`config.mk`:
```
export PLATFORM = sky130hd
export DESIGN_NAME = xtal_win_monitor
export DESIGN_NICKNAME = d
export VERILOG_FILES = /design/src/rtl/xwm_pkg.sv /design/src/rtl/xwm_regs.sv /design/src/rtl/xwm_freq_meter.sv /design/src/rtl/xwm_stop_det.sv /design/src/rtl/xtal_win_monitor.sv
export SDC_FILE = /design/constraint.sdc
export NUM_CORES = 1
export LEC_CHECK = 0
export ABC_CLOCK_PERIOD_IN_PS = 2400
export BUFFER_PORTS_ARGS = -buffer_cell sky130_fd_sc_hd__buf_2
export CORE_UTILIZATION = 52
export CTS_CLUSTER_SIZE = 30
export DETAILED_ROUTE_END_ITERATION = 12
export HOLD_SLACK_MARGIN = 0.06
export PLACE_DENSITY = 0.72
export SETUP_SLACK_MARGIN = 0.15
export SLEW_MARGIN = 20
export SYNTH_ARGS = -nofsm -noshare
export SYNTH_HDL_FRONTEND = slang
export SYNTH_SLANG_ARGS = --single-unit
```
`constraint.sdc`:
```
create_clock -name clk -period 2.4 [get_ports clk]
set_input_delay 0.36 -clock clk [delete_from_list [all_inputs] [get_ports clk]]
set_output_delay 0.36 -clock clk [all_outputs]
set_load 0.01 [all_outputs]
```
`src/rtl/xwm_pkg.sv`:
```
package xwm_pkg;

   // register addresses
   localparam int unsigned XWM_A_CTRL  = 0;
   localparam int unsigned XWM_A_UPPER = 1;
   localparam int unsigned XWM_A_LOWER = 2;
   localparam int unsigned XWM_A_STAT  = 3;

   // status bit positions
   localparam int unsigned XWM_SB_FREQ = 0;
   localparam int unsigned XWM_SB_STOP = 1;

   // control word, freq_en at bit 0 up to stop_ie at bit 3
   typedef struct packed {
      logic stop_ie;
      logic stop_en;
      logic freq_ie;
      logic freq_en;
   } xwm_ctrl_t;

   localparam int unsigned XWM_CTRL_W = $bits(xwm_ctrl_t);

endpackage

```
`src/rtl/xwm_regs.sv`:
```
module xwm_regs
   import xwm_pkg::*;
#(
   parameter int unsigned BOUND_W = 10,
   parameter int unsigned ADDR_W  = 2
) (
   input  logic               clk,
   input  logic               rst_n,
   input  logic               wr_en,
   input  logic [ADDR_W-1:0]  addr,
   input  logic [BOUND_W-1:0] wdata,
   output logic [BOUND_W-1:0] rdata,
   output xwm_ctrl_t          ctrl,
   output logic [BOUND_W-1:0] upper,
   output logic [BOUND_W-1:0] lower,
   input  logic               freq_set,
   input  logic               stop_set,
   output logic               freq_flag,
   output logic               stop_flag
);

   generate
      if (BOUND_W < XWM_CTRL_W) begin : g_bad_width
         $error("xwm_regs: BOUND_W too narrow for the control word");
      end
      if (ADDR_W < 2) begin : g_bad_addr
         $error("xwm_regs: ADDR_W must cover four registers");
      end
   endgenerate

   logic sel_ctrl, sel_upper, sel_lower, sel_stat;
   logic clr_freq, clr_stop;

   assign sel_ctrl  = (addr == ADDR_W'(XWM_A_CTRL));
   assign sel_upper = (addr == ADDR_W'(XWM_A_UPPER));
   assign sel_lower = (addr == ADDR_W'(XWM_A_LOWER));
   assign sel_stat  = (addr == ADDR_W'(XWM_A_STAT));

   assign clr_freq = wr_en && sel_stat && wdata[XWM_SB_FREQ];
   assign clr_stop = wr_en && sel_stat && wdata[XWM_SB_STOP];

   always_ff @(posedge clk or negedge rst_n) begin
      if (!rst_n) begin
         ctrl  <= '0;
         upper <= '0;
         lower <= '0;
      end else if (wr_en) begin
         if (sel_ctrl)  ctrl  <= xwm_ctrl_t'(wdata[XWM_CTRL_W-1:0]);
         if (sel_upper) upper <= wdata;
         if (sel_lower) lower <= wdata;
      end
   end

   // sticky flags: a set in the same cycle as a clear wins
   always_ff @(posedge clk or negedge rst_n) begin
      if (!rst_n) begin
         freq_flag <= 1'b0;
         stop_flag <= 1'b0;
      end else begin
         freq_flag <= freq_set | (freq_flag & ~clr_freq);
         stop_flag <= stop_set | (stop_flag & ~clr_stop);
      end
   end

   always_comb begin
      rdata = '0;
      if (sel_ctrl) begin
         rdata[XWM_CTRL_W-1:0] = ctrl;
      end else if (sel_upper) begin
         rdata = upper;
      end else if (sel_lower) begin
         rdata = lower;
      end else if (sel_stat) begin
         rdata[XWM_SB_FREQ] = freq_flag;
         rdata[XWM_SB_STOP] = stop_flag;
      end
   end

   AST_FREQ_STICKY: assert property (@(posedge clk) disable iff (!rst_n)
      (freq_flag && !clr_freq) |=> freq_flag);
   AST_STOP_STICKY: assert property (@(posedge clk) disable iff (!rst_n)
      (stop_flag && !clr_stop) |=> stop_flag);
   AST_FREQ_OFF_NOSET: assert property (@(posedge clk) disable iff (!rst_n)
      (!freq_flag && !ctrl.freq_en) |=> !freq_flag);
   AST_STOP_OFF_NOSET: assert property (@(posedge clk) disable iff (!rst_n)
      (!stop_flag && !ctrl.stop_en) |=> !stop_flag);

endmodule

```
`src/rtl/xwm_freq_meter.sv`:
```
module xwm_freq_meter #(
   parameter int unsigned BOUND_W    = 10,
   parameter int unsigned WIN_CYCLES = 1200
) (
   input  logic               clk,
   input  logic               rst_n,
   input  logic               en,
   input  logic               tick,
   input  logic [BOUND_W-1:0] upper,
   input  logic [BOUND_W-1:0] lower,
   output logic               fault_set
);

   localparam int unsigned WIN_W = (WIN_CYCLES > 2) ? $clog2(WIN_CYCLES) : 1;
   localparam logic [BOUND_W-1:0] CNT_MAX = '1;
   localparam logic [WIN_W-1:0]   WIN_LAST = WIN_W'(WIN_CYCLES - 1);

   generate
      if (WIN_CYCLES < 2) begin : g_bad_win
         $error("xwm_freq_meter: WIN_CYCLES must be at least 2");
      end
   endgenerate

   logic [WIN_W-1:0]   win_q;
   logic [BOUND_W-1:0] cnt_q;
   logic [BOUND_W-1:0] cnt_nx;
   logic               win_end;

   assign win_end = (win_q == WIN_LAST);
   assign cnt_nx  = (cnt_q == CNT_MAX) ? cnt_q
                                       : cnt_q + {{(BOUND_W-1){1'b0}}, tick};

   assign fault_set = en && win_end && ((cnt_nx > upper) || (cnt_nx < lower));

   always_ff @(posedge clk or negedge rst_n) begin
      if (!rst_n) begin
         win_q <= '0;
         cnt_q <= '0;
      end else if (!en || win_end) begin
         win_q <= '0;
         cnt_q <= '0;
      end else begin
         win_q <= win_q + 1'b1;
         cnt_q <= cnt_nx;
      end
   end

   AST_METER_HELD_OFF: assert property (@(posedge clk) disable iff (!rst_n)
      !en |=> (win_q == '0 && cnt_q == '0));
   AST_CNT_NO_WRAP: assert property (@(posedge clk) disable iff (!rst_n)
      (en && !win_end && cnt_q == CNT_MAX) |=> (cnt_q == CNT_MAX));

endmodule

```
`src/rtl/xwm_stop_det.sv`:
```
module xwm_stop_det #(
   parameter int unsigned STOP_CYCLES = 40
) (
   input  logic clk,
   input  logic rst_n,
   input  logic en,
   input  logic tick,
   output logic stop_set
);

   localparam int unsigned IDLE_W = (STOP_CYCLES > 2) ? $clog2(STOP_CYCLES) : 1;
   localparam logic [IDLE_W-1:0] IDLE_LAST = IDLE_W'(STOP_CYCLES - 1);

   generate
      if (STOP_CYCLES < 2) begin : g_bad_stop
         $error("xwm_stop_det: STOP_CYCLES must be at least 2");
      end
   endgenerate

   logic [IDLE_W-1:0] idle_q;

   assign stop_set = en && !tick && (idle_q == IDLE_LAST);

   always_ff @(posedge clk or negedge rst_n) begin
      if (!rst_n) begin
         idle_q <= '0;
      end else if (!en || tick || stop_set) begin
         idle_q <= '0;
      end else begin
         idle_q <= idle_q + 1'b1;
      end
   end

   AST_TICK_RESTARTS: assert property (@(posedge clk) disable iff (!rst_n)
      (en && tick) |=> (idle_q == '0));
   AST_IDLE_HELD_OFF: assert property (@(posedge clk) disable iff (!rst_n)
      !en |=> (idle_q == '0));

endmodule

```
`src/rtl/xtal_win_monitor.sv`:
```
module xtal_win_monitor
   import xwm_pkg::*;
#(
   parameter int unsigned BOUND_W     = 10,
   parameter int unsigned ADDR_W      = 2,
   parameter int unsigned WIN_CYCLES  = 1200,
   parameter int unsigned STOP_CYCLES = 40,
   parameter bit          IRQ_REG     = 1'b0
) (
   input  logic               clk,
   input  logic               rst_n,
   input  logic               xtal_tick,
   input  logic               bus_wr_en,
   input  logic [ADDR_W-1:0]  bus_addr,
   input  logic [BOUND_W-1:0] bus_wdata,
   output logic [BOUND_W-1:0] bus_rdata,
   output logic               freq_fault,
   output logic               stop_fault,
   output logic               irq
);

   xwm_ctrl_t          ctrl;
   logic [BOUND_W-1:0] upper, lower;
   logic               freq_set, stop_set;
   logic               freq_flag, stop_flag;
   logic               irq_raw;

   xwm_regs #(.BOUND_W(BOUND_W), .ADDR_W(ADDR_W)) u_regs (
      .clk      (clk),
      .rst_n    (rst_n),
      .wr_en    (bus_wr_en),
      .addr     (bus_addr),
      .wdata    (bus_wdata),
      .rdata    (bus_rdata),
      .ctrl     (ctrl),
      .upper    (upper),
      .lower    (lower),
      .freq_set (freq_set),
      .stop_set (stop_set),
      .freq_flag(freq_flag),
      .stop_flag(stop_flag)
   );

   xwm_freq_meter #(.BOUND_W(BOUND_W), .WIN_CYCLES(WIN_CYCLES)) u_meter (
      .clk      (clk),
      .rst_n    (rst_n),
      .en       (ctrl.freq_en),
      .tick     (xtal_tick),
      .upper    (upper),
      .lower    (lower),
      .fault_set(freq_set)
   );

   xwm_stop_det #(.STOP_CYCLES(STOP_CYCLES)) u_stop (
      .clk     (clk),
      .rst_n   (rst_n),
      .en      (ctrl.stop_en),
      .tick    (xtal_tick),
      .stop_set(stop_set)
   );

   assign freq_fault = freq_flag;
   assign stop_fault = stop_flag;
   assign irq_raw    = (freq_flag & ctrl.freq_ie) | (stop_flag & ctrl.stop_ie);

   generate
      if (IRQ_REG) begin : g_irq_ff
         logic irq_q;
         always_ff @(posedge clk or negedge rst_n) begin
            if (!rst_n) irq_q <= 1'b0;
            else        irq_q <= irq_raw;
         end
         assign irq = irq_q;
      end else begin : g_irq_comb
         assign irq = irq_raw;

         AST_IRQ_NEEDS_FLAG: assert property (@(posedge clk) disable iff (!rst_n)
            irq |-> (freq_fault || stop_fault));
         AST_IRQ_MASKED: assert property (@(posedge clk) disable iff (!rst_n)
            (!ctrl.freq_ie && !ctrl.stop_ie) |-> !irq);
      end
   endgenerate

endmodule

```
# == Word level (Yosys, flattened, before mapping) ==
# Index checks and enable logic that the tools add are counted.
# totals
reg_bits,53
inputBits,16
elab_cells,59
out_inout_bits,13
# op_classes
reduce_logical,18
n_mux,10
n_lt_le_gt_ge,2
bitwise_logic,9
n_eq_ne,6
addsub,3
# ops
cell,count
2-to-1 mux 10 bit,3
2-to-1 mux 6 bit,2
"adder 11 x 1 -> 11 bit, second input constant",1
"equality test 11 bit, second input constant",1
2-to-1 mux 11 bit,1
adder 10 x 1 -> 10 bit,1
"equality test 10 bit, second input constant",1
> comparator 10 bit,1
less-than comparator 10 bit,1
2-to-1 mux 8 bit,1
logical AND 1 bit,7
"adder 6 x 1 -> 6 bit, second input constant",1
"equality test 6 bit, second input constant",1
AND reduction 2 bit,3
AND 1 bit,4
"equality test 2 bit, second input constant",2
logical OR 1 bit,4
2-to-1 mux 2 bit,2
2-to-1 mux 4 bit,1
zero test 1 bit,3
OR 1 bit,3
"equality test 2 x 1 -> 1 bit, second input constant",1
zero test 2 bit,1
inverter 1 bit,2

# == Longest topological paths before layout ==
# Gate-level depths: netlist of run 1.
# depth
word_depth,6
ltp_mapped,11
ltp_nobuf,11

# == By module ==
# A second synthesis of run 1 with hierarchy kept.
# hier_totals
hier_cells,279
hier_area_um2,3135.5
# by_module_without_submodules
module,cells_each,area_per_inst_um2,seq_area_each_um2,instances
xwm_freq_meter,175,1585.3,525.5,1
xwm_regs,76,1263.7,650.6,1
xwm_stop_det,27,277.8,150.1,1
xtal_win_monitor,1,8.8,0.0,1

# == Worst setup path after synthesis of run 1 ==
# No wires, ideal clock.
# synth_timing
path_type,register to register
from,reg u_meter.cnt_q[5]
to,reg u_regs.freq_flag
slack_ns,-0.223
required_time_ns,2.274
setup_ns,0.126
synth_period_minus_slack_ns,2.623
arrival_ns,2.497
path_buffers,0
path_stages_with_launch,10
path_cell_list,dfrtp_1 > and4_4 > a311oi_2 > nand3_1 > xnor2_1 > ha_1 > a21oi_1 > o21ai_0 > or4b_1 > a221o_1
# synth_between
elab_chain_len,6
word_cells_on_any_way,8
cone_classes,add/sub (1); order compare (2); eq/ne (1); mux (1); bitwise (1); reduce/logical (2)
# synth_rtl
element,line_no,source
"start, declared",xwm_freq_meter.sv:25,logic [BOUND_W-1:0] cnt_q;
"start signal, assigned",xwm_freq_meter.sv:44,cnt_q <= cnt_nx;
adder 10 x 1 -> 10 bit or equality test 10 bit (tied branches),"xwm_freq_meter.sv:31, xwm_freq_meter.sv:30",
2-to-1 mux 10 bit *,xwm_freq_meter.sv:30,assign cnt_nx = (cnt_q == CNT_MAX) ? cnt_q
> comparator 10 bit or less-than comparator 10 bit (tied branches),xwm_freq_meter.sv:33,assign fault_set = en && win_end && ((cnt_nx > upper) || (cnt_nx < lower));
logical OR 1 bit *,xwm_freq_meter.sv:33,
logical AND 1 bit *,xwm_freq_meter.sv:33,
OR 1 bit *,xwm_regs.sv:60,freq_flag <= freq_set | (freq_flag & ~clr_freq);
"end signal, assigned",xwm_regs.sv:60,
"end, declared",xwm_regs.sv:18,"output logic freq_flag,"
# Every way passes the cells marked *; elsewhere a longest branch is shown, timed or not.
# A chain may end at the register's enable or synchronous reset.

# == Worst setup path after layout of run 1 ==
# layout_timing
from,reg u_meter.cnt_q[0]
to,reg u_regs.freq_flag
# The elaborated chain is that of the path after synthesis.

==> flow_summary.ini, run 1 <==
[outcome]
status = complete, but fails checks
violations = setup timing

[timing]
fin_worst_skew_ns = 0.00654
finalSetupViolations = 1
whs_ns = 0.156
layout_setup_ws_ns = -0.315
rsz0062_at_grt = true
period_share = 1.13
finalCriticalPeriod_ns = 2.72
max_freq_mhz = 368
hold_violations = 0
drv_slew = 0
relSlewSlack = 0.518
tightest_slew_ns = 0.722

[power_and_ir_drop]
pwr-share-clk = 0.282
p_sw_frac = 0.286
total_power_mw = 2.16
leakagePower_nw = 1.77
irDropWorstVdd_v = 0.000390
p_seq_frac = 0.501
powerDensity_mw_per_mm2 = 613
internal_power_mw = 1.54
p_sw_uw = 619
p_comb_frac = 0.217

[clock_tree]
tritoncts = done
cts_hold_buf = 0
clockBufferDepth = 2
post_cts_buffers = 0
path_clk_slew_ns = 0.09
cts_buffers = 5
htreeDepth = 2
clock-sinks = 53
clkLatencyLatePin_ns = 0.31
root_buffer = clkbuf_8

[final_layout]
fin_cells = 415
num-nets-final = 381
area_growth_pct = 19.5
drive_gt1_frac = 0.309
fin_area_mm2 = 0.00353
antenna_cells = 0

[critical_path]
end_kind = flip-flop
critPathMaxFanout = 3
crit_type = flip-flop to flip-flop
critPathBufInv = 0
critPathLaunchType = flip-flop
required_ns = 2.59
path_cells = ha_2, nand2_1, a311oi_2, nand3_1, xnor2_2, ha_1, a21oi_2, o21ai_1, or4b_1, a221o_1
crit_slowest_cell = or4b_1
max_stage_delay_ns = 0.48
cpLargestDelayFamily = compound AO/OA/AOI/OAI gates
arrival_ns = 2.91

[synthesis]
yosysSeqAreaShare = 0.449
syn_area_mm2 = 0.00295
synth_fp_nets = 320
synth_edf_count = 0
syn_area_per_cell_um2 = 10.5
post-synth-top-area-fraction = 0.449
yosysWarnings = 0
yosys.area.top_type = dfrtp_1
netlist_top_cells_area = dfrtp_1 (45%), ha_1 (9.7%), mux2_2 (9.5%), xor2_1 (3.6%), nor2_1 (3.4%)
yosysMostFrequentCell = dfrtp_1
synthTopCellsByCount = dfrtp_1 (53), nor2_1 (27), mux2_2 (25)
synthFlopType = dfrtp_1
postSynth.asyncResetShare = 1.00
synth-seq-cells = 53
synth_cell_types = 38
syn_inst = 281

[drt]
drt_first_pass_iters = 4
drtIter0Drc = 90
drc = 0
drtAntennaViolNets = 0
routed_wl_um = 6350
via_count = 2276
wire_per_inst_um = 15.3
viasPerCell = 5.48

[global_route]
met2_usage = 0.398
grt_use_met1 = 0.315
grt_max_degree = 54
grt_pass1_vias = 2371
grt_pass1_wl_um = 11100
top_usage_layer = met2
grt-ovfl-total = 0
antenna_found_initial = 0
grtUsageMet3 = 0.0376
track_usage = 0.236

[placed_design]
dpl_cell_area_mm2 = 0.00340
dpl.cell_count = 407
post-place-ws_ns = -0.467
gp_congestion = 0.837
port_buffers = 28
dp_hpwl_um = 4910

[floorplan]
dieArea_mm2 = 0.00598
coreArea_mm2 = 0.00547
die_x_um = 77.4
initial_core_util = 0.540
die_h_um = 77.4
rows = 27
io_pins = 29

[hold_path]
hp-class = input port to asynchronous set/reset pin

[job]
maxCapViolations = 0
stage by stage:
stage,setup TNS [ns],utilization
3_5_place_dp,-0.467,0.621
6_report,-0.315,0.645
3_3_place_gp,-0.361,0.621
2_1_floorplan,-0.206,-
5_1_grt,-0.443,0.645
4_1_cts,-0.316,0.643
per-layer routing:
metal,vias to the layer above,wire (um)
met5,-,0
met3,6,172
met2,38,3170
met4,0,75
li1,1114,-
met1,1118,2930
layout make-up:
cell class              count  area (um^2)
clock inverters             2         38.8
fillers                   467         1940
inverters                  21         78.8
multi-input cells         202         1550
flip-flops and latches     53         1330
clock buffers               6         72.6
repair buffers             59          373
well taps                  72         90.1
worst paths after layout:
| check | endpoint | slack [ns] | start | cells after the start |
|---|---|---|---|---|
| worst max-delay path | u_regs.freq_flag | -0.32 | u_meter.cnt_q[0] | 10 |
| worst min-delay path | u_regs.lower[6] | 0.16 | rst_n | 2 |
| worst max register to register | u_regs.freq_flag | -0.32 | u_meter.cnt_q[0] | 10 |
| worst min register to register | u_stop.idle_q[0] | 0.47 | u_stop.idle_q[0] | 1 |
| max in group asynchronous | u_meter.cnt_q[0] | 1.80 | rst_n | 2 |
| min in group clk | u_regs.upper[4] | 0.29 | bus_wdata[4] | 2 |
logic make-up after synthesis:
group	Yosys count	share of synthesized area
buffers and inverters	26	0.0352
flip-flops	53	0.449
XOR/XNOR	17	0.0504
AO/OA/AOI/OAI	30	0.0699
AND/OR/NAND/NOR	103	0.181
adder cells (fa/ha/maj)	23	0.0975
multiplexers	29	0.117
sequential cells by signal, indices dropped and copies added (netlist names):
register / cells
u_regs.freq_flag: 1
u_stop.idle_q: 6
u_regs.upper: 10
u_meter.win_q: 11
u_regs.stop_flag: 1
u_regs.ctrl: 4
u_regs.lower: 10
u_meter.cnt_q: 10
power by group through the flow:
stage	combinational, mW	clock [mW]	sequential [mW]
global route	0.532	0.666	1.10
floorplan	0.299	0	1.07
CTS	0.474	0.628	1.08
detailed placement	0.470	0	1.10
finish	0.469	0.610	1.08
global placement	0.451	0	1.09
what timing repair did:
item | 4_1_cts | 5_1_grt
endpoints found under the setup margin | 1 | 1
endpoints found under the hold margin | 0 | 0
gates resized for setup | 4 | 1
pin swaps | 3 | 0
layout by cell type, fill, tap and decap left out, types with 2 or more instances in the layout:
| cell | synthesis | layout |
|---|---|---|
| clkbuf_8 | 0 | 5 |
| nand2_1 | 15 | 15 |
| nor2b_1 | 8 | 8 |
| nor3_1 | 4 | 4 |
| xor2_1 | 12 | 11 |
| nand2b_1 | 2 | 2 |
| ha_1 | 23 | 22 |
| nand2_2 | 2 | 2 |
| o21a_1 | 2 | 2 |
| and3_1 | 9 | 8 |
| o21ai_0 | 7 | 6 |
| mux2i_1 | 2 | 2 |
| buf_2 | 5 | 28 |
| nor2_1 | 27 | 27 |
| mux2_2 | 25 | 25 |
| nand4_1 | 11 | 11 |
| a21oi_1 | 8 | 7 |
| nand3_1 | 15 | 15 |
| o21ai_1 | 1 | 2 |
| buf_4 | 0 | 31 |
| a22o_1 | 7 | 7 |
| inv_1 | 21 | 21 |
| xnor2_1 | 5 | 4 |
| dfrtp_1 | 53 | 53 |
| mux4_2 | 2 | 2 |
Power figures use the tool's default switching activity.
==> inputs of run 2 (changes only) <==
- CORE_UTILIZATION: 52 -> 49
- PLACE_DENSITY: 0.72 -> 0.69
==> run 2 against run 1 <==
  * The flow still finishes with violations (setup timing)
  * Clock skew decreased by 0.0018 ns
  * Worst setup slack improved by 0.012 ns
  * Combinational power about the same
  * Cell count decreased by 0.24%
  * Highest routed layer unchanged
  * Global-route usage decreased by 1.8 points
  * Maximum frequency increased by 0.44%
  * Routed wire length decreased by 2.2%
  * Clock power decreased by 18%
  * Sequential share of layout area increased by 0.080 points
==> flow_summary.ini, run 2 (synthesis results as in run 1) <==
[global_route]
antenna_found_initial = 0
track_usage = 0.218
grt-ovfl-total = 0
grt_max_degree = 31
grt_pass1_wl_um = 10500
grt_pass1_vias = 2315

[critical_path]
max_stage_delay_ns = 0.49
r2r-start = u_meter.cnt_q[0]
critPathMaxFanout = 3
crit_type = flip-flop to flip-flop
end_kind = flip-flop
arrival_ns = 2.89
critPathLaunchType = flip-flop
timing.rr.end = u_regs.freq_flag
rrSetupSlack_ns = -0.30
required_ns = 2.58
rr_worst_depth = 10
path_cells = ha_2, nand2_2, a311oi_2, nand3_1, xnor2_2, ha_1, a21oi_2, o21ai_1, or4b_1, a221o_1
crit_slowest_cell = or4b_1

[timing]
finalCriticalPeriod_ns = 2.70
finalSetupViolations = 1
rsz0062_at_grt = true
layout_setup_ws_ns = -0.303
tightest_slew_ns = 0.719
hold_violations = 0
drv_slew = 0
max_freq_mhz = 370
fin_worst_skew_ns = 0.00472
period_share = 1.13
relSlewSlack = 0.519

[clock_tree]
clock-sinks = 53
clkLatencyLatePin_ns = 0.30
path_clk_slew_ns = 0.09
root_buffer = clkbuf_8
cts_buffers = 5
clockBufferDepth = 2
tritoncts = done
htreeDepth = 2

[drt]
dr_wl_met2_um = 3030
drtIter0Drc = 110
routed_wl_um = 6210
drc = 0
drtAntennaViolNets = 0
highest_layer = met4
wire_per_inst_um = 15.0
route.met3.wl_um = 201
drt_first_pass_iters = 4
viasPerCell = 5.41
via_count = 2239
wl_met1_um = 2950

[power_and_ir_drop]
total_power_mw = 2.05
p_sw_frac = 0.289
internal_power_mw = 1.46
powerDensity_mw_per_mm2 = 582
p_sw_uw = 591
p_comb_frac = 0.229
p_seq_frac = 0.527
leakagePower_nw = 1.77
pwr-share-clk = 0.244
irDropWorstVdd_v = 0.000405

[hold_path]
min_from = bus_wdata[6]
hold_path_end = u_regs.upper[6]
hold_depth = 2
hp-class = input port to flip-flop

[placed_design]
port_buffers = 28
dp_hpwl_um = 4730
gp_congestion = 0.906
dpl.cell_count = 406

[final_layout]
layout_commonest_cell = dfrtp_1
largest_reg_flops = 11
fin_cells = 414
num-nets-final = 381
drive_gt1_frac = 0.307
fillers = 469
antenna_cells = 0
area_growth_pct = 19.2
most-common-layout-cells = dfrtp_1 (53), buf_4 (29), buf_2 (28), nor2_1 (27), mux2_2 (25)
top_register = u_meter.win_q

[job]
maxCapViolations = 0

[outcome]
violations = setup timing
status = complete, but fails checks

[floorplan]
io_pins = 29
die_h_um = 79.6
rows = 27
initial_core_util = 0.523
die_x_um = 79.6
dieArea_mm2 = 0.00634
coreArea_mm2 = 0.00564
## run 2: cell types whose count changed in the layout (fill, tap and decap cells not counted), sizes merged
cell	delta
dlygate4sd3	+1
clkinv	-1
bufinv	-1
buf	-1
clkbuf	+1
## run 2: worst max-delay path by stage
stage                     start                to
2_1_floorplan         xtal_tick  u_regs.freq_flag
5_1_grt        u_meter.cnt_q[0]  u_regs.freq_flag
3_3_place_gp          xtal_tick  u_regs.freq_flag
3_5_place_dp          xtal_tick  u_regs.freq_flag
6_report       u_meter.cnt_q[0]  u_regs.freq_flag
4_1_cts        u_meter.cnt_q[0]  u_regs.freq_flag
## run 2: area by class of cell
| class | count | area (um^2) | area share |
|---|---|---|---|
| multi-input combinational | 202 | 1550 | 0.441 |
| sequential | 53 | 1330 | 0.377 |
| tap | 72 | 90.1 | 0.0256 |
| timing repair buffer | 59 | 388 | 0.110 |
| inverter | 21 | 78.8 | 0.0224 |
| clock buffer | 7 | 86.3 | 0.0245 |
## run 2: repair_timing
action,CTS,global route
buffers inserted,0,0
setup endpoints to repair,1,1
hold buffers,1,0
hold endpoints to repair,19,0
pin swaps,3,1
gates resized for setup,6,0
## run 2: worst max-delay path: cells and delay by family (launching register included)
family | cells | cell delay (ns)
flops | 1 | 0.41
compound gates | 4 | 0.77
simple gates | 3 | 0.72
xor+xnor | 1 | 0.17
fa+ha+maj | 2 | 0.53
## run 2: through the flow
step	util	area (um^2)	setup TNS, ns	worst slack (ns)	hold slack [ns]
2_1_floorplan	-	2960	-0.206	-0.206	0.0644
3_3_place_gp	0.603	3400	-0.375	-0.375	0.381
3_5_place_dp	0.603	3400	-0.439	-0.439	0.392
4_1_cts	0.624	3520	-0.288	-0.288	0.300
5_1_grt	0.624	3520	-0.437	-0.437	0.291
6_report	0.624	3520	-0.303	-0.303	0.304
## run 2: routing by layer
| layer | vias up | GRT usage |
|---|---|---|
| met1 | 1087 | 0.292 |
| met3 | 2 | 0.0423 |
| met5 | - | 0 |
| met2 | 34 | 0.360 |
| li1 | 1116 | - |
| met4 | 0 | 0.0582 |
## run 2: power by group through the flow
stage	clock network (mW)	registers (mW)	logic (mW)
6_report	0.500	1.08	0.469
5_1_grt	0.559	1.09	0.534
4_1_cts	0.522	1.08	0.476
3_5_place_dp	0	1.09	0.470
3_3_place_gp	0	1.09	0.458
2_1_floorplan	0	1.07	0.299
